$ cat src/rtl/crc2_pkg.sv
package crc2_pkg;

    typedef enum logic {
        PH_IDLE = 1'b0,
        PH_RUN  = 1'b1
    } phase_e;

    typedef struct packed {
        phase_e phase;
        logic   done;
    } ctrl_s;

endpackage

$ cat src/rtl/crc2_table.sv
module crc2_table #(
    parameter int               CRC_W = 8,
    parameter int               SYM_W = 2,
    parameter logic [CRC_W-1:0] POLY  = 8'h95
) (
    output logic [(2**SYM_W)*CRC_W-1:0] entry_o
);
    localparam int N_ENT = 2**SYM_W;

    // Entry for an index: the remainder left after SYM_W serial steps on a
    // register whose top bits hold the index and whose input bits are zero.
    function automatic logic [CRC_W-1:0] fold(input int unsigned idx);
        logic [CRC_W-1:0] r;
        r = CRC_W'(idx) << (CRC_W - SYM_W);
        for (int k = 0; k < SYM_W; k++) begin
            if (r[CRC_W-1]) r = (r << 1) ^ POLY;
            else            r = r << 1;
        end
        return r;
    endfunction

    for (genvar g = 0; g < N_ENT; g++) begin : g_ent
        assign entry_o[g*CRC_W +: CRC_W] = fold(g);
    end

endmodule

$ cat src/rtl/crc2_step.sv
module crc2_step #(
    parameter int CRC_W = 8,
    parameter int SYM_W = 2
) (
    input  logic [CRC_W-1:0]             crc_i,
    input  logic [SYM_W-1:0]             sym_i,
    input  logic [(2**SYM_W)*CRC_W-1:0]  table_i,
    output logic [CRC_W-1:0]             crc_o
);
    logic [SYM_W-1:0] idx;

    always_comb begin
        idx   = crc_i[CRC_W-1 -: SYM_W] ^ sym_i;
        crc_o = (crc_i << SYM_W) ^ table_i[idx*CRC_W +: CRC_W];
    end

endmodule

$ cat src/rtl/crc2_ctrl.sv
module crc2_ctrl
    import crc2_pkg::*;
(
    input  logic clk,
    input  logic rst_n,
    input  logic start_i,
    input  logic valid_i,
    input  logic last_i,
    output logic clear_o,
    output logic absorb_o,
    output logic busy_o,
    output logic done_o
);
    ctrl_s st_d, st_q;

    always_comb begin
        st_d     = st_q;
        st_d.done = 1'b0;
        clear_o  = start_i;
        absorb_o = 1'b0;
        if (start_i) begin
            st_d.phase = PH_RUN;
        end else if (st_q.phase == PH_RUN && valid_i) begin
            absorb_o = 1'b1;
            if (last_i) begin
                st_d.phase = PH_IDLE;
                st_d.done  = 1'b1;
            end
        end
    end

    always_ff @(posedge clk or negedge rst_n) begin
        if (!rst_n) begin
            st_q <= '{phase: PH_IDLE, done: 1'b0};
        end else begin
            st_q <= st_d;
        end
    end

    assign busy_o = (st_q.phase == PH_RUN);
    assign done_o = st_q.done;

    p_done_after_last_r5: assert property (@(posedge clk) disable iff (!rst_n)
        (busy_o && valid_i && last_i && !start_i) |=> done_o);

    p_done_single_r6: assert property (@(posedge clk) disable iff (!rst_n)
        done_o |=> !done_o);

    p_done_idle_r6: assert property (@(posedge clk) disable iff (!rst_n)
        done_o |-> !busy_o);

endmodule

$ cat src/rtl/crc2_engine.sv
module crc2_engine #(
    parameter int               CRC_W = 8,
    parameter int               SYM_W = 2,
    parameter logic [CRC_W-1:0] POLY  = 8'h95
) (
    input  logic             clk,
    input  logic             rst_n,
    input  logic             start_i,
    input  logic             in_valid_i,
    input  logic [SYM_W-1:0] in_data_i,
    input  logic             in_last_i,
    output logic             done_o,
    output logic [CRC_W-1:0] crc_o
);
    localparam int TBL_BITS = (2**SYM_W) * CRC_W;

    logic [TBL_BITS-1:0] tbl;
    logic [CRC_W-1:0]    stepped;
    logic                clear, absorb, busy;
    logic [CRC_W-1:0]    crc_d, crc_q;

    crc2_table #(.CRC_W(CRC_W), .SYM_W(SYM_W), .POLY(POLY)) u_table (
        .entry_o (tbl)
    );

    crc2_step #(.CRC_W(CRC_W), .SYM_W(SYM_W)) u_step (
        .crc_i   (crc_q),
        .sym_i   (in_data_i),
        .table_i (tbl),
        .crc_o   (stepped)
    );

    crc2_ctrl u_ctrl (
        .clk      (clk),
        .rst_n    (rst_n),
        .start_i  (start_i),
        .valid_i  (in_valid_i),
        .last_i   (in_last_i),
        .clear_o  (clear),
        .absorb_o (absorb),
        .busy_o   (busy),
        .done_o   (done_o)
    );

    always_comb begin
        crc_d = crc_q;
        if (clear)       crc_d = '0;
        else if (absorb) crc_d = stepped;
    end

    always_ff @(posedge clk or negedge rst_n) begin
        if (!rst_n) crc_q <= '0;
        else        crc_q <= crc_d;
    end

    assign crc_o = crc_q;

    p_start_clear_r2: assert property (@(posedge clk) disable iff (!rst_n)
        start_i |=> (crc_o == '0));

    p_gap_hold_r4: assert property (@(posedge clk) disable iff (!rst_n)
        (busy && !in_valid_i && !start_i) |=> $stable(crc_o));

    p_idle_hold_r6: assert property (@(posedge clk) disable iff (!rst_n)
        (!busy && !start_i) |=> $stable(crc_o));

endmodule

$ cat config.mk
export PLATFORM = sky130hd
export DESIGN_NAME = crc2_engine
export DESIGN_NICKNAME = d
export VERILOG_FILES = /design/src/rtl/crc2_pkg.sv /design/src/rtl/crc2_table.sv /design/src/rtl/crc2_step.sv /design/src/rtl/crc2_ctrl.sv /design/src/rtl/crc2_engine.sv
export SDC_FILE = /design/constraint.sdc
export NUM_CORES = 1
export LEC_CHECK = 0
export BUFFER_PORTS_ARGS = -buffer_cell sky130_fd_sc_hd__buf_2
export CORE_ASPECT_RATIO = 1.1
export CORE_MARGIN = 2
export CORE_UTILIZATION = 60
export CTS_BUF_LIST = sky130_fd_sc_hd__clkbuf_8
export DETAILED_ROUTE_END_ITERATION = 7
export PLACE_DENSITY = 0.8
export SLEW_MARGIN = 20
export SYNTH_ARGS = -nofsm -noshare
export SYNTH_HDL_FRONTEND = slang
export SYNTH_HIERARCHICAL = 1
export SYNTH_SLANG_ARGS = --single-unit
$ cat constraint.sdc
create_clock -name clk -period 3.1 [get_ports clk]
set_clock_uncertainty 0.05 [all_clocks]
set_input_delay 0 -clock clk [delete_from_list [all_inputs] [get_ports clk]]
set_output_delay 0 -clock clk [all_outputs]
set_load 0.005 [all_outputs]
---- Word level (Yosys, flattened, before mapping) ----
Index checks and enable logic that the tools add are counted.
word-level totals
  memory bits (writable) .................. 0
  word-level logic and storage cells ...... 19
  memory bits (read-only) ................. 0
  memories ................................ 0
  output and inout bits ................... 9
  flip-flop bits (word level) ............. 10
  bits in latches ......................... 0
operators by class
  $add $sub $neg .......................... 0
  equality and inequality tests ........... 0
  mux-type cells .......................... 8
  reductions and logical operators ........ 5
  magnitude comparators ................... 0
  divide/modulo/power cells ............... 0
  bitwise operators ....................... 2
  shift-type cells ........................ 1
  multipliers ............................. 0
operators with widths
  cell                     count
  $shiftx 32x6->8 const A  1
  $mux 8                   2
  $xor 8x8->8              1
  $reduce_bool 2->1        3
  $mux 1                   4
  $mux 2                   2
  $reduce_and 2->1         1
  $xor 2x2->2              1
  $logic_and 1x1->1        1

---- Longest topological paths before layout ----
  word-level depth ........................ 5
  mapped depth ............................ 5
  gate-level depth less buffers ........... 5

---- Cells and area by module ----
The synthesis kept the hierarchy.
modules (own cells, without submodules)
  module       seq. area each (um^2)  cells an instance  instances  area an instance (um^2)
  crc2_engine  200.2                  26                 1          325.3
  crc2_step    0.0                    16                 1          284.0
  crc2_table   0.0                    34                 1          247.7
  crc2_ctrl    50.0                   8                  1          88.8

---- Worst setup path before layout ----
Ideal clock, no wire load.
  kind .................................... register to register
  start ................................... register crc_q[6] (netlist: crc_o[6])
  end ..................................... register crc_q[2] (netlist: crc_o[2])
  path buffers ............................ 0
  period minus slack after synthesis ...... 1.801 ns
  slack ................................... 1.299 ns
  cell stages (with the launch flop) ...... 6
  library setup time ...................... 0.128 ns
  required time ........................... 2.922 ns
  data arrival time ....................... 1.623 ns
  path through ............................ dfrtp_1 -> xnor2_4 -> mux4_2 -> xor2_1 -> mux2i_1 -> nor2_1
between the ends
  cells in the longest elaborated chain, start to end .. 5
ends and longest elaborated chain
  what                    line               source
  from (decl)             crc2_engine.sv:20  logic [CRC_W-1:0] crc_d, crc_q;
  from (signal assigned)  crc2_engine.sv:53  else crc_q <= crc_d;
  $xor 2x2->2             crc2_step.sv:13    idx = crc_i[CRC_W-1 -: SYM_W] ^ sym_i;
  $shiftx 32x6->8         crc2_step.sv:14    crc_o = (crc_i << SYM_W) ^ table_i[idx*CRC_W +: CRC_W];
  $xor 8x8->8             crc2_step.sv:14
  via stepped[2]          crc2_engine.sv:18  logic [CRC_W-1:0] stepped;
  $mux 8                  crc2_engine.sv:48  else if (absorb) crc_d = stepped;
  $mux 8                  crc2_engine.sv:47  if (clear) crc_d = '0;
The timed path passes the listed nets, and every way through them passes these cells. The select of a mux whose other input is x is not followed.
A chain may end at the register's enable or synchronous reset.

---- Final worst setup path ----
Same ends and word-level chain as after synthesis.

==> qor.csv <==
stage,metric,value,unit
logic_synthesis,"EDFF count, synth",0,
setup_path,slowest stage cell on the critical path,mux4_2,
power,P_leak,0.500,nW
routing,drt pass-1 iters,2,
power,Gate power share,0.282,
sta,worst slew pin tran,0.890,ns
layout,Final Non-Filler Cells,116,
logic_synthesis,Syn Area/Cell,11.3,sq um
global_routing,GRT Total Usage,0.141,
clock_tree,Clock Latency Late Sink,0.23,ns
logic_synthesis,most frequent cell after synthesis,buf_4,
clock_tree,H-tree Lvls,1,
floorplan,Die Height,45.6,um
clock_tree,"Setup Fix Bufs, Post-CTS",0,
sta,Slew headroom,0.404,
power,internal power,0.000286,W
sta,Tcrit/Tclk final,0.606,
global_routing,total gr overflow,0,
routing,routed len/inst,10.3,um
logic_synthesis,commonest cells in the synthesized netlist,"33 x buf_4, 10 x dfrtp_1, 9 x nor2_1",
setup_path,crit-path leading delay family,multiplexers,
logic_synthesis,Cells after Synth,84,
setup_path,Worst Setup SP,crc_o[6],
clock_tree,CTS Root Cell,clkbuf_8,
placement,placed insts,111,
hold_path,min-delay src,in_valid_i,
setup_path,worst reg2reg path startpoint,crc_o[6],
routing,ANT nets after route,0,
power,power share of the sequential group,0.380,
routing,initial drt markers,7,
layout,layout cells sized above 1,0.273,
clock_tree,TritonCTS clock tree,yes,
logic_synthesis,yosys warns,6,
clock_tree,clock buffer depth,2,
setup_path,"Arr. time, crit path",1.95,ns
clock_tree,clock edge transition at the registers on the reported setup and hold paths,0.05,ns
sta,Slew Limit Fails,0,
hold_path,Hold Path Class,in -> reg,
logic_synthesis,"top cells by area, synth","dfrtp_1 26%, buf_4 26%, mux4_2 14%",
global_routing,global-route wire length before repair,1920,um
global_routing,initial antenna violation count,0,
logic_synthesis,ys flop type,dfrtp_1,
sta,setup TNS,0,ns
power,Pwr Total,0.000391,W
setup_path,Buf/Inv on CP,0,
logic_synthesis,top cell type's share of synthesized area,0.265,
placement,routability congestion estimate,0.709,
setup_path,Crit. End Element,register,
floorplan,Ports,16,
logic_synthesis,post-synthesis register bit count,10,
sta,FMAX,532,MHz
logic_synthesis,asr flop ratio synth,1.00,
layout,ANT cells,0,
floorplan,Horiz. Die Dim,41.9,um
layout,Nets,108,
sta,Finish-stage setup viols,0,
clock_tree,CTS Buf Count,3,
routing,vias per cell,4.35,
power,Power Dens Cells,410,nW/um^2
routing,vias,505,
sta,fin crit period,1.88,ns
clock_tree,post_cts resized,0,
setup_path,CP Cell Sequence,"xnor2_4, mux4_2, xor2_1, mux2i_1, nor2_1",
routing,DRC viols,0,
floorplan,area of the core,1520,sq um
power,Clk pwr share,0.338,
setup_path,Setup CP Type,reg -> reg,
outcome,status,finished clean,
routing,final wirelength,1200,um
logic_synthesis,"area leader, netlist",dfrtp_1,
floorplan,die area,1910,sq um
setup_path,Setup crit start kind,register,
global_routing,pin count of the biggest net entering global routing,12,
floorplan,Initial Util,0.622,
clock_tree,clk sinks,10,
logic_synthesis,"Seq/Total Area, Yosys",0.265,
power,Switching Fraction,0.268,
setup_path,Required @ worst endpoint,3.17,ns
layout,synthesis-to-layout area growth,0.794,%
sta,final hold vios,0,
logic_synthesis,Syn Std Cell Area,946,sq um
setup_path,Max stage delay on crit path,0.57,ns
placement,# port buffers,15,
power,Worst IR Drop VDD,0.207,mV
setup_path,maximum fanout along the worst path,8,
power,switching power,0.000105,W
floorplan,# rows,15,
sta,RSZ-0062 raised after global routing,no,
global_routing,vias in the first global route,488,
flow_run,max cap viols,0,
placement,HPWL Detailed,930,um
logic_synthesis,post-synth cell types,15,
==> area by class of cell <==
cell class	count	area [sq um]
tap	17	21.3
sequential	10	250
clock buffer	3	41.3
multi-input combinational	69	546
timing repair buffer	17	95.1
fill	125	567
==> tightest hold or removal path, cell delays in order <==
cell and delay [ns]:
buf_2 0.10, nand2_1 0.05, a21o_1 0.10
==> cells by family (layout without fill, tap and decap cells) <==
| kind of cell | after synthesis | after routing | share of synthesized area |
|---|---|---|---|
| AND/OR/NAND/NOR | 12 | 12 | 0.0569 |
| XOR/XNOR | 8 | 8 | 0.102 |
| other | 2 | 32 | 0.00794 |
| flip-flops | 10 | 10 | 0.265 |
| AO/OA/AOI/OAI | 1 | 1 | 0.00794 |
| buffers and inverters | 35 | 20 | 0.278 |
| multiplexers | 16 | 16 | 0.283 |
==> worst paths after layout <==
| kind | end | slack (ns) | depth (start not counted) |
|---|---|---|---|
| min reg2reg | u_ctrl/busy_o | 0.43 | 1 |
| min in group asynchronous | crc_o[4] | 0.12 | 2 |
| min | u_ctrl/busy_o | 0.01 | 3 |
| max | crc_o[2] | 1.22 | 5 |
| max in group asynchronous | crc_o[3] | 2.68 | 2 |
| max reg2reg | crc_o[2] | 1.22 | 5 |
==> per-stage QoR <==
stage	worst slack (ns)	hold WS, ns	instance area, sq um	utilization
after global routing	1.08	0.0186	953	0.627
after global placement	1.25	-0.180	892	0.587
final	1.22	0.0104	953	0.627
after CTS	1.19	0.000691	953	0.627
after floorplan	1.30	-0.346	1060	-
after detailed placement	1.20	-0.168	892	0.587
==> repair_timing <==
item / 4_1_cts / 5_1_grt
endpoints found under the hold margin: 12 / 0
setup endpoints to repair: 0 / 0
hold buffers: 2 / 0
==> state kept, by name, indices dropped and copies added (netlist names) <==
register and flops:
crc_o 8, u_ctrl/busy_o 1, u_ctrl/done_o 1
==> power groups by stage <==
| stage | combinational (W) | sequential, W | clock [W] |
|---|---|---|---|
| 2_1_floorplan | 0.000113 | 0.000151 | 0 |
| 3_3_place_gp | 0.000106 | 0.000151 | 0 |
| 3_5_place_dp | 0.000109 | 0.000151 | 0 |
| 4_1_cts | 0.000111 | 0.000149 | 0.000137 |
| 5_1_grt | 0.000122 | 0.000150 | 0.000143 |
| 6_report | 0.000110 | 0.000149 | 0.000132 |
==> cells in the final DEF, fill, tap and decap left out, types with 2 or more instances in the layout <==
| cell | instances |
|---|---|
| mux4_1 | 2 |
| buf_2 | 15 |
| nand2_1 | 2 |
| nor2_1 | 9 |
| conb_1 | 32 |
| clkbuf_8 | 3 |
| xor2_1 | 6 |
| mux2i_1 | 8 |
| dfrtp_1 | 10 |
| dlygate4sd3_1 | 2 |
| mux4_2 | 6 |
==> layer usage <==
layer | share of wire | track usage | up-vias
li1 | - | - | 249
met1 | 0.41 | 0.137 | 243
met2 | 0.54 | 0.272 | 11
met3 | 0.049 | 0.0397 | 2
met4 | 0.0042 | 0.0774 | 0
met5 | 0 | 0 | -
Power figures use the tool's default switching activity.
